**config.mk**
```make
export PLATFORM = sky130hd
export DESIGN_NAME = spi_baud_prescaler
export DESIGN_NICKNAME = d
export VERILOG_FILES = /design/src/rtl/spi_presc_pkg.sv /design/src/rtl/presc_decode.sv /design/src/rtl/sck_edge_gen.sv /design/src/rtl/spi_baud_prescaler.sv
export SDC_FILE = /design/constraint.sdc
export NUM_CORES = 1
export LEC_CHECK = 0
export BUFFER_PORTS_ARGS = -buffer_cell sky130_fd_sc_hd__buf_2
export CORE_MARGIN = 4
export CORE_UTILIZATION = 25
export CTS_BUF_LIST = sky130_fd_sc_hd__clkbuf_2
export DETAILED_ROUTE_END_ITERATION = 7
export GPL_TIMING_DRIVEN = 0
export SYNTH_ARGS = -nofsm -noshare
export SYNTH_HDL_FRONTEND = slang
export SYNTH_SLANG_ARGS = --single-unit
```
**constraint.sdc**
```tcl
create_clock -name clk -period 7.3 [get_ports clk]
set_clock_uncertainty 0.2 [all_clocks]
set_input_delay 0.73 -clock clk [delete_from_list [all_inputs] [get_ports clk]]
set_output_delay 0.73 -clock clk [all_outputs]
set_load 0.005 [all_outputs]
```
**src/rtl/spi_presc_pkg.sv**
```systemverilog
package spi_presc_pkg;

    localparam int FIELD_W     = 8;
    localparam int SPR_W       = 4;
    localparam int EXP_W       = 3;
    localparam int LEG_W       = 5;
    localparam int DIV_W       = SPR_W + (1 << EXP_W) - 1;
    localparam int MAX_EXT_DIV = ((1 << SPR_W) - 1) << ((1 << EXP_W) - 1);
    localparam int LEG_MIN_DIV = 4;
    localparam int LEG_MAX_DIV = 30;
    localparam int MIN_GEN_DIV = 2;

    typedef logic [DIV_W-1:0] div_t;

    typedef struct packed {
        logic [SPR_W-1:0] mant;
        logic [EXP_W-1:0] expo;
    } ext_code_t;

    typedef struct packed {
        div_t rest_len;
        div_t act_len;
    } half_t;

    // Exponent bits are scattered: bit 0 at field[4], bits 2:1 at field[7:6].
    function automatic ext_code_t unpack_ext(input logic [FIELD_W-1:0] f);
        ext_code_t c;
        c.mant = f[3:0];
        c.expo = {f[7:6], f[4]};
        return c;
    endfunction

    function automatic div_t ext_divider(input ext_code_t c);
        div_t m;
        m = (c.mant == '0) ? div_t'(1) : div_t'(c.mant);
        return m << c.expo;
    endfunction

    function automatic div_t legacy_divider(input logic [LEG_W-1:0] f);
        if (f[4] && (f[3:0] >= 4'd2))
            return div_t'({f[3:0], 1'b0});
        return div_t'(LEG_MIN_DIV);
    endfunction

    // High level takes the extra cycle of an odd period.
    function automatic half_t split_period(input div_t d, input logic pol);
        half_t h;
        div_t  eff;
        div_t  hi;
        div_t  lo;
        eff = (d < div_t'(MIN_GEN_DIV)) ? div_t'(MIN_GEN_DIV) : d;
        hi  = (eff + div_t'(1)) >> 1;
        lo  = eff >> 1;
        h.rest_len = pol ? hi : lo;
        h.act_len  = pol ? lo : hi;
        return h;
    endfunction

endpackage

```
**src/rtl/presc_decode.sv**
```systemverilog
module presc_decode
    import spi_presc_pkg::*;
#(
    parameter bit EXT_ENC = 1'b1
) (
    input  logic [FIELD_W-1:0] field,
    output div_t               divider
);

    generate
        if (EXT_ENC) begin : g_ext
            logic unused_gap_bit;
            assign unused_gap_bit = field[5];
            always_comb divider = ext_divider(unpack_ext(field));
        end else begin : g_leg
            logic unused_upper;
            assign unused_upper = ^field[FIELD_W-1:LEG_W];
            always_comb divider = legacy_divider(field[LEG_W-1:0]);
        end
    endgenerate

endmodule

```
**src/rtl/sck_edge_gen.sv**
```systemverilog
module sck_edge_gen
    import spi_presc_pkg::*;
(
    input  logic               clk,
    input  logic               rst,
    input  logic [FIELD_W-1:0] field,
    input  div_t               divider,
    input  logic               cpol,
    input  logic               xfer_active,
    output logic               sck,
    output logic               lead,
    output logic               trail
);

    logic [FIELD_W-1:0] field_q;
    logic               act_q;
    logic               phase_q;
    div_t               cnt_q;
    half_t              halves;
    div_t               cur_len;
    logic               field_chg;
    logic               start;
    logic               restart;
    logic               terminal;

    always_comb begin
        halves    = split_period(divider, cpol);
        cur_len   = phase_q ? halves.act_len : halves.rest_len;
        field_chg = (field != field_q);
        start     = xfer_active && !act_q;
        restart   = field_chg || start;
        terminal  = (cnt_q == cur_len - div_t'(1));
    end

    always_ff @(posedge clk) begin
        if (rst) begin
            field_q <= '0;
            act_q   <= 1'b0;
            phase_q <= 1'b0;
            cnt_q   <= '0;
            lead    <= 1'b0;
            trail   <= 1'b0;
        end else begin
            field_q <= field;
            act_q   <= xfer_active;
            lead    <= 1'b0;
            trail   <= 1'b0;
            if (!xfer_active) begin
                cnt_q   <= '0;
                phase_q <= 1'b0;
            end else if (restart) begin
                cnt_q <= '0;
            end else if (terminal) begin
                cnt_q   <= '0;
                phase_q <= !phase_q;
                lead    <= !phase_q;
                trail   <= phase_q;
            end else begin
                cnt_q <= cnt_q + div_t'(1);
            end
        end
    end

    assign sck = cpol ^ phase_q;

    AST_IDLE_REST: assert property (@(posedge clk) disable iff (rst)
        !xfer_active |=> (sck == cpol));
    AST_IDLE_QUIET: assert property (@(posedge clk) disable iff (rst)
        !xfer_active |=> !(lead || trail));
    AST_EDGE_EXCL: assert property (@(posedge clk) disable iff (rst)
        !(lead && trail));
    AST_LEAD_DIR: assert property (@(posedge clk) disable iff (rst)
        lead |-> (phase_q && !$past(phase_q)));
    AST_TRAIL_DIR: assert property (@(posedge clk) disable iff (rst)
        trail |-> (!phase_q && $past(phase_q)));
    AST_RESTART_WINS: assert property (@(posedge clk) disable iff (rst)
        (xfer_active && field_chg) |=> !(lead || trail));

endmodule

```
**src/rtl/spi_baud_prescaler.sv**
```systemverilog
module spi_baud_prescaler
    import spi_presc_pkg::*;
#(
    parameter bit EXT_ENC = 1'b1
) (
    input  logic               clk,
    input  logic               rst,
    input  logic [FIELD_W-1:0] presc_field,
    input  logic               cpol,
    input  logic               xfer_active,
    output logic [DIV_W-1:0]   divider_out,
    output logic               sck,
    output logic               lead_strobe,
    output logic               trail_strobe
);

    div_t div_w;

    presc_decode #(.EXT_ENC(EXT_ENC)) u_decode (
        .field   (presc_field),
        .divider (div_w)
    );

    sck_edge_gen u_gen (
        .clk         (clk),
        .rst         (rst),
        .field       (presc_field),
        .divider     (div_w),
        .cpol        (cpol),
        .xfer_active (xfer_active),
        .sck         (sck),
        .lead        (lead_strobe),
        .trail       (trail_strobe)
    );

    assign divider_out = div_w;

    generate
        if (EXT_ENC) begin : g_chk_ext
            AST_EXT_DIV_RANGE: assert property (@(posedge clk) disable iff (rst)
                (divider_out >= div_t'(1)) && (divider_out <= div_t'(MAX_EXT_DIV)));
        end else begin : g_chk_leg
            AST_LEG_DIV_RANGE: assert property (@(posedge clk) disable iff (rst)
                !divider_out[0] && (divider_out >= div_t'(LEG_MIN_DIV))
                && (divider_out <= div_t'(LEG_MAX_DIV)));
        end
    endgenerate

endmodule

```
==> results, run 1 <==
- The maximum resistive drop on vdd is 0.0000384 V.
- The number of hold violations in the final report was 0.
- 26 I/O pins were placed.
- For the final routed database, the setup TNS stands at 0 ps.
- The net count reported at finish is 307.
- The worst reg2reg path startpoint is u_gen.phase_q.
- The clock tree buffer depth is 2.
- The clock network burns 18.7% of the power.
- The number of DRC markers after the initial detailed-route iteration is 129.
- The worst register-to-register path has a setup slack of 3940 ps.
- Using the TritonRoute via totals, the vias-per-cell ratio works out to 5.04.
- The average instance area after synthesis is 7.89 sq um.
- The first TritonRoute pass finished after 4 iterations.
- Data on the critical path is required at its endpoint by 7350 ps.
- The maximum fanout encountered on the critical timing path is 10.
- The residual antenna-violating net count after detailed routing is 0.
- After global routing the overflow that remains totals 0.
- After clock tree synthesis, the clock-pin slew on the worst setup and hold paths is 210 ps.
- The area share of the largest cell type after synthesis is 22.1%.
- Data arrives at the worst endpoint at 4710 ps.
- The share of final-layout standard cells stronger than drive strength 1 is 21.6%.
- Summed over all nets, the switching power comes to 0.0000996 W.
- From synthesis to final layout, the design area changed by 12.8%.
- Of the total power, the share spent switching nets is 35.2%.
- In this run the tightest slew margin relative to its limit is 57.1%.
- In this run the power density over the cells is 120 nW/um^2.
- The worst setup path is of the in2reg kind.
- The number of cells on the worst reg-to-reg path is 13.
- The floorplan step defined a die boundary enclosing 9860 sq um.
- Counting every net in the synthesized netlist gives 279.
- In the final routed layout, each cell accounts on average for 13.9 microns.
- The number of placement rows is 33.
- The most common cell in the synthesized netlist is sky130_fd_sc_hd__dfxtp_1.
- The final max-slew violation count came to 0.
- The initial cell density of the core is 25.5%.
- The placeable core region is 8180 sq um.
- For this run, asynchronously set or reset flops after synthesis account for 0%.
- STA classifies the critical path startpoint as a primary input.
- The predominant post-synthesis flop cell is sky130_fd_sc_hd__dfxtp_1.
- For the pin with the worst max-slew slack, the measured transition is 639 ps.
- The floorplan step set the die height to 99.3 microns.
- The launch point of the worst path is presc_field[4].
- The area of all sequential standard cells is 460 sq um.
- Global routing used 11.7% of the available tracks.
- After clock tree synthesis, the repair step resized 0 gates.
- Setup repair after global routing left no endpoint under its margin.
- The library cell occupying the most area in the post-synthesis netlist is sky130_fd_sc_hd__dfxtp_1.
- The number of cells produced by synthesis is 264.
- For the worst-skew pair, the clock arrives at the later sink with an insertion delay of 330 ps.
- Ranked by total cell area, the synthesized netlist is headed by sky130_fd_sc_hd__dfxtp_1 22%, sky130_fd_sc_hd__xor2_1 6.3%, sky130_fd_sc_hd__xnor2_1 4.6%.
- The number of global-route vias before repair is 2020.
- The worst hold path belongs to the class reg2reg.
- The flop and latch count out of synthesis is 23.
- Port buffering added 23 buffers.
- In the synthesized netlist, the cells that appear most often are 23 x sky130_fd_sc_hd__dfxtp_1, 18 x sky130_fd_sc_hd__nor2_1, 15 x sky130_fd_sc_hd__xor2_1, 14 x sky130_fd_sc_hd__nand2_1, 14 x sky130_fd_sc_hd__nand3_1.
- The number of antenna diodes in the final layout is 0.
- The multi-input combinational cells in the finished layout cover a total of 1500 sq um.
- The post-detailed-placement half-perimeter wirelength is 4350 microns.
- Counting flops with a built-in enable in the synthesized netlist gives 0.
- The H-tree level count is 1.
- The endpoint kind of the worst setup timing path is a flip-flop.
- The design internal power is 0.000183 W.
- The maximum clock frequency is 0.214 GHz.
- The number of sinks on the clock net is 23.
- TritonCTS built the clock tree.
- The horizontal die dimension is 99.3 microns.
- The run finished with clean final reports.
- The critical path ends at u_gen.cnt_q[0].
- The Yosys step of the flow raised 0 warnings.
- The number of endpoints failing setup at the final stage is 0.
- The first global-routing pass estimated 9680 microns of wire.
- The post-synthesis cell area is 2080 sq um.
- Power comes to 0.000283 W.
- The number of buffers created by CTS is 3.
- Counting the fill cells in the layout gives 911.
- Sequential cells account for 45.8% of the total power.
- The root buffer cell chosen for the clock tree is sky130_fd_sc_hd__clkbuf_2.
- The final clock period utilization by the worst path is 63.9%.
- Across the run, the number of max-cap violations was 0.
- The part of the Yosys area used for sequential elements is 22.1%.
- Once the clock tree was built, the setup fixing pass inserted 0 buffers.
- After detailed routing, the number of remaining DRC violations is 0.
- Yosys mapped the design onto 61 distinct sky130hd cell types.
- Entering global routing, the biggest net connects 13 pins.
- The capture instance of the worst register-to-register path is u_gen.cnt_q[0].
- The number of antenna violations at the first check in global routing is 0.
- The via total after detailed routing is 1997.
- At the end of routability-driven placement, the weighted congestion stood at 0.860.
- The number of buffers inserted by hold repair at cts is 0.
- The wire length after detailed routing is 5510 microns.
- For this design the static power due to leakage is 0.932 nW.
- The part of the power in combinational logic is 35.5%.
- The shortest clock period the worst path allows after layout is 4660 ps.
## layout make-up
| class | instances | area share (%) |
|---|---|---|
| buffer | 14 | 3.35 |
| clock buffer | 4 | 0.852 |
| inverter | 13 | 2.08 |
| multi-input combinational | 214 | 63.6 |
| sequential | 23 | 19.6 |
| tap | 105 | 5.59 |
| timing repair buffer | 23 | 4.90 |
## how the worst min path moves through the flow
stage                       start    endpoint  depth (start not counted)  slack [ps]
global route        u_gen.phase_q  u_gen.lead                          1         340
floorplan           u_gen.phase_q  u_gen.lead                          1         250
CTS                 u_gen.phase_q  u_gen.lead                          1         310
finish              u_gen.phase_q  u_gen.lead                          1         310
global placement    u_gen.phase_q  u_gen.lead                          1         260
detailed placement  u_gen.phase_q  u_gen.lead                          1         280
## layer usage
metal / global-route usage (%) / up-vias / routed length [microns] / share of wire [%]
met5: 0 / - / 0 / 0
met4: 3.68 / 0 / 160 / 2.9
met3: 2.73 / 14 / 269 / 4.9
met2: 19.8 / 49 / 2620 / 48
met1: 14.6 / 928 / 2450 / 45
li1: - / 1006 / - / -
## logic make-up (layout without fill, tap and decap cells)
kind of cell	count (synthesis)	count (layout)	share of synthesized area [%]
and+or+nand+nor	125	125	35.4
muxes	6	6	3.12
buffers and inverters	27	54	6.13
DFF	23	23	22.1
AOI/OAI and AO/OA	53	53	19.8
adders and majority gates	3	3	1.80
xor gates and xnor gates	27	27	11.7
## per-stage QoR
step	setup slack [ps]	utilization [%]	instances	area (sq um)	hold slack, ps
after floorplan	2940	-	264	2080	245
after global placement	2350	28.5	392	2330	265
after detailed placement	2320	28.5	392	2330	285
after CTS	2680	28.7	396	2350	311
after global routing	2330	28.7	396	2350	337
final	2640	28.7	396	2350	309
## registers in the layout, indices dropped and copies added, names as in the netlist
| register | cells |
|---|---|
| u_gen.cnt_q | 11 |
| u_gen.field_q | 8 |
| u_gen.act_q | 1 |
| u_gen.lead | 1 |
| u_gen.phase_q | 1 |
| u_gen.trail | 1 |
## critical path: stages
cell and delay [ps]:
sky130_fd_sc_hd__buf_2 130, sky130_fd_sc_hd__buf_4 170, sky130_fd_sc_hd__buf_2 190, sky130_fd_sc_hd__or4_1 490
sky130_fd_sc_hd__a31oi_1 250, sky130_fd_sc_hd__nand3_1 130, sky130_fd_sc_hd__and2_1 160, sky130_fd_sc_hd__ha_1 260
sky130_fd_sc_hd__mux2i_1 270, sky130_fd_sc_hd__nand2_1 160, sky130_fd_sc_hd__inv_1 130, sky130_fd_sc_hd__ha_1 230
sky130_fd_sc_hd__nand3_1 90, sky130_fd_sc_hd__nor3_1 290, sky130_fd_sc_hd__o211ai_1 130, sky130_fd_sc_hd__and3_1 220
sky130_fd_sc_hd__nor4_2 270, sky130_fd_sc_hd__nand2b_4 200, sky130_fd_sc_hd__buf_8 150, sky130_fd_sc_hd__nor2_2 40
## placed cells by master (no fill, tap or decap), types with 11 or more instances in the layout
cell type                 count
sky130_fd_sc_hd__xor2_1      15
sky130_fd_sc_hd__nor2b_1     11
sky130_fd_sc_hd__nor2_1      18
sky130_fd_sc_hd__dfxtp_1     23
sky130_fd_sc_hd__buf_2       29
sky130_fd_sc_hd__xnor2_1     11
sky130_fd_sc_hd__nor3_1      13
sky130_fd_sc_hd__nand2_1     14
sky130_fd_sc_hd__nand3_1     14
sky130_fd_sc_hd__inv_1       13
## power by group through the flow
stage               clock network (W)  registers, W   logic, W
floorplan                           0      0.000132  0.0000735
global placement                    0      0.000132  0.0000985
detailed placement                  0      0.000132  0.0000996
global route                0.0000599      0.000130   0.000112
CTS                         0.0000551      0.000130   0.000100
finish                      0.0000530      0.000129   0.000100
No activity file was read; power rests on OpenSTA's default activity.
==> run 2, diff against run 1 <==
==> constraint.sdc (replaced) <==
create_clock -name clk -period 3.78 [get_ports clk]
set_clock_uncertainty 0.2 [all_clocks]
set_input_delay 0.378 -clock clk [delete_from_list [all_inputs] [get_ports clk]]
set_output_delay 0.378 -clock clk [all_outputs]
set_load 0.005 [all_outputs]
==> run 2 against run 1 <==
  * Critical path depth did not move
  * Sequential power rose by 94%
  * Clock-buffer cell count fell by 1
  * Final area rose by 16%
  * Non-clock buffer count rose by 11
  * Register-to-register slack got worse by 3500 ps
  * Power rose by 110%
  * Flip-flop and latch count did not move
  * Via count rose by 3.8%
  * Global-route usage rose by 0.076 points
  * Critical endpoint unchanged
==> results, run 2 (synthesis results as in run 1) <==
- The initial cell density of the core is 25.5% (unchanged).
- The post-layout utilization of the core is 33.2% (was 28.7%).
- The capture instance of the worst register-to-register path was u_gen.cnt_q[0] (unchanged).
- The endpoint kind of the worst setup timing path is a flip-flop (unchanged).
- The number of cells on the worst reg-to-reg path came to 14 (was 13).
- The arrival time of data at the critical path endpoint is 3820 ps (was 4710 ps).
- The total power divided by cell area is 222 nW/um^2 (was 120 nW/um^2).
- The die footprint is 9860 sq um (unchanged).
- The H-tree level count is 1 (unchanged).
- The routed design could run at a clock period as short as 3780 ps.
- The filler cell count in the final layout came to 871 (was 911).
- The type of the worst setup path was in2reg (unchanged).
- The number of iterations in the first detailed-routing pass was 4 (unchanged).
- The detailed-route vias per instance is 5.09 (was 5.04).
- The share of final-layout standard cells stronger than drive strength 1 is 34.8% (was 21.6%).
- The number of buffers created by CTS came to 3 (unchanged).
- Critical path cell sequence: buf_8 -> buf_8 -> buf_8 -> or4_4 -> a31oi_4 -> nand3_4 -> and2_4 -> ha_4 -> and2_4 -> and3_4 -> a311oi_4 -> buf_6 -> nor3_4 -> o21bai_1 -> and3_4 -> nor4_4 -> nand2b_4 -> buf_12 -> buf_8 -> nor2_2 (was buf_2 -> buf_4 -> buf_2 -> or4_1 -> a31oi_1 -> nand3_1 -> and2_1 -> ha_1 -> mux2i_1 -> nand2_1 -> inv_1 -> ha_1 -> nand3_1 -> nor3_1 -> o211ai_1 -> and3_1 -> nor4_2 -> nand2b_4 -> buf_8 -> nor2_2).
- The wire length of the first global-routing pass is 9800 microns (was 9680 microns).
- The hold path startpoint is presc_field[5] (was u_gen.phase_q).
- The residual overflow from global routing is 0 (unchanged).
- The final cell count without fillers is 407 (was 396).
- The worst-path cell with the longest stage delay was sky130_fd_sc_hd__or4_4 (was sky130_fd_sc_hd__or4_1).
- The clock latency on the worst-skew pair is 340 ps (was 330 ps).
- The total routing resource utilization after global routing came to 11.8% (was 11.7%).
- The number of global-route vias before repair is 2022 (was 2020).
- The number of sinks on the clock net is 23 (unchanged).
- The number of hold violations in the final report is 0 (unchanged).
- The maximum resistive drop on vdd is 0.0000876 V (was 0.0000384 V).
- The leakage power of the design was 1.05 nW (was 0.932 nW).
- The number of cells on the worst hold path is 2 (was 1).
- The placeable core region is 8180 sq um (unchanged).
- The horizontal die dimension was 99.3 microns (unchanged).
- The final max-slew violation count is 0 (unchanged).
- The worst reg2reg path startpoint is u_gen.phase_q (unchanged).
- The clock tree buffer depth is 2 (unchanged).
- The DRC violation count after routing came to 0 (unchanged).
- The number of buffer cells added on primary ports is 23 (unchanged).
- Most used cells in the layout excluding fill and tap cells: 25 x sky130_fd_sc_hd__buf_2, 23 x sky130_fd_sc_hd__dfxtp_1, 17 x sky130_fd_sc_hd__nor2_1 (was 29 x sky130_fd_sc_hd__buf_2, 23 x sky130_fd_sc_hd__dfxtp_1, 18 x sky130_fd_sc_hd__nor2_1).
- The number of antenna violations at the first check in global routing is 0 (unchanged).
- The number of DRC markers after the initial detailed-route iteration was 103 (was 129).
- The clock slew at the register clock pins of the worst setup and hold paths is 220 ps (was 210 ps).
- The final setup TNS is 0 ps (unchanged).
- RSZ-0062 raised after global routing: yes (was no).
- The register with the highest flop count is u_gen.cnt_q (unchanged).
- The number of max-cap violations is 0 (unchanged).
- Run status: finished, final reports clean (unchanged).
- The number of placement rows is 33 (unchanged).
- The overall die height is 99.3 microns (unchanged).
- The endpoint of the worst hold path is u_gen.field_q[5] (was u_gen.lead).
- The total design power is 0.000603 W (was 0.000283 W).
- In the finished design, the share of the clock period the worst path needs comes to 99.9%.
- The number of endpoints failing setup at the final stage is 0 (unchanged).
- The most common cell after layout, fill and taps aside is sky130_fd_sc_hd__buf_2 (unchanged).
- The transition time of the tightest slew-check pin is 617 ps (was 639 ps).
- The CTS root buffer is sky130_fd_sc_hd__clkbuf_2 (unchanged).
- The largest incremental delay on the critical path is 540 ps (was 490 ps).
- The type of element launching the critical path is a primary input (unchanged).
- The largest net degree at the start of global routing was 14 (was 13).
- The worst-case register-to-register setup slack is 470 ps (was 3940 ps).
- Top flop regs: u_gen.cnt_q: 11 flops, u_gen.field_q: 8 flops (unchanged).
- The flip-flop count of the largest register, all copies and words added was 11 (unchanged).
- The post-detailed-placement half-perimeter wirelength is 4390 microns (was 4350 microns).
- The routed length per instance came to 14.4 microns (was 13.9 microns).
- The worst slew margin relative to its limit was 58.6% (was 57.1%).
- The net count reported at finish is 318 (was 307).
- The via total after detailed routing is 2072 (was 1997).
- The final estimated routing congestion in global placement was 0.880 (was 0.860).
- The path category of the worst min-delay check was in2reg (was reg2reg).
- Static timing analysis puts the maximum clock frequency at 0.265 GHz.
- The CTS tree was built (unchanged).
- The number of placed cells counting well taps is 392 (unchanged).
- The relative area change from synthesis to final layout came to 30.5% (was 12.8%).
- The wire length after detailed routing is 5860 microns (was 5510 microns).
- The maximum fanout encountered on the critical timing path is 5 (was 10).
- The number of antenna diodes is 0 (unchanged).
- The I/O pin count was 26 (unchanged).
- The residual antenna-violating net count after detailed routing is 0 (unchanged).
- The most repeated library cell on the critical path is sky130_fd_sc_hd__buf_8.
- The required time at the worst-slack endpoint is 3820 ps (was 7350 ps).
run 2: cell types whose count changed in the layout (fill, tap and decap cells not counted), moves of 3 or more:
| cell | before | now |
|---|---|---|
| sky130_fd_sc_hd__buf_2 | 29 | 25 |
| sky130_fd_sc_hd__buf_4 | 2 | 9 |
| sky130_fd_sc_hd__buf_6 | 0 | 4 |
| sky130_fd_sc_hd__buf_8 | 1 | 4 |
| sky130_fd_sc_hd__nor3_1 | 13 | 10 |
run 2: critical path, delay by kind of cell:
family | cells | cell delay (ps)
AND/OR/NAND/NOR | 10 | 1900
buffers and inverters | 6 | 730
AO/OA/AOI/OAI | 3 | 650
adder cells (fa/ha/maj) | 1 | 150
run 2: routing by layer:
| metal | track usage [%] | up-vias | part of all wire, % |
|---|---|---|---|
| li1 | - | 1032 | - |
| met1 | 15.1 | 998 | 43 |
| met2 | 20.6 | 38 | 52 |
| met3 | 2.45 | 4 | 3.8 |
| met4 | 2.10 | 0 | 0.87 |
| met5 | 0 | - | 0 |
run 2: timing repair:
action,CTS,global route
gates resized for setup,25,18
setup buffers,9,2
endpoints found under the setup margin,14,14
hold endpoints to repair,0,0
gates cloned,1,0
pin swaps,17,6
hold buffers,0,0
run 2: area by class of cell:
cell class / instances / area [sq um] / share of cell area, %
Buffer: 14 / 129 / 4.74
Clock buffer: 3 / 15.0 / 0.552
Clock inverter: 1 / 5.00 / 0.184
Inverter: 13 / 51.3 / 1.89
Multi-Input combinational cell: 214 / 1690 / 62.2
Sequential cell: 23 / 460 / 16.9
Tap cell: 105 / 131 / 4.83
Timing Repair Buffer: 34 / 236 / 8.70
run 2: worst max path at each step:
stage,from,endpoint,cells after the start
after floorplan,presc_field[4],u_gen.cnt_q[2],19
after global placement,presc_field[4],u_gen.cnt_q[0],20
after detailed placement,presc_field[4],u_gen.cnt_q[0],20
after CTS,presc_field[4],u_gen.cnt_q[0],20
after global routing,presc_field[4],u_gen.cnt_q[0],20
final,presc_field[4],u_gen.cnt_q[0],20
run 2: metrics by stage:
step	hold WS [ps]	worst slack, ps	area [sq um]
detailed placement	272	-686	2400
global route	21.6	-138	2720
global placement	271	-677	2400
floorplan	245	-87.0	2160
finish	60.0	2.68	2720
CTS	59.9	-42.1	2650
run 2: where the power goes:
| part | internal [W] | switching, W |
|---|---|---|
| logic | 0.000113 | 0.000140 |
| registers | 0.000248 | 0.00000185 |
| clock network | 0.0000240 | 0.0000757 |
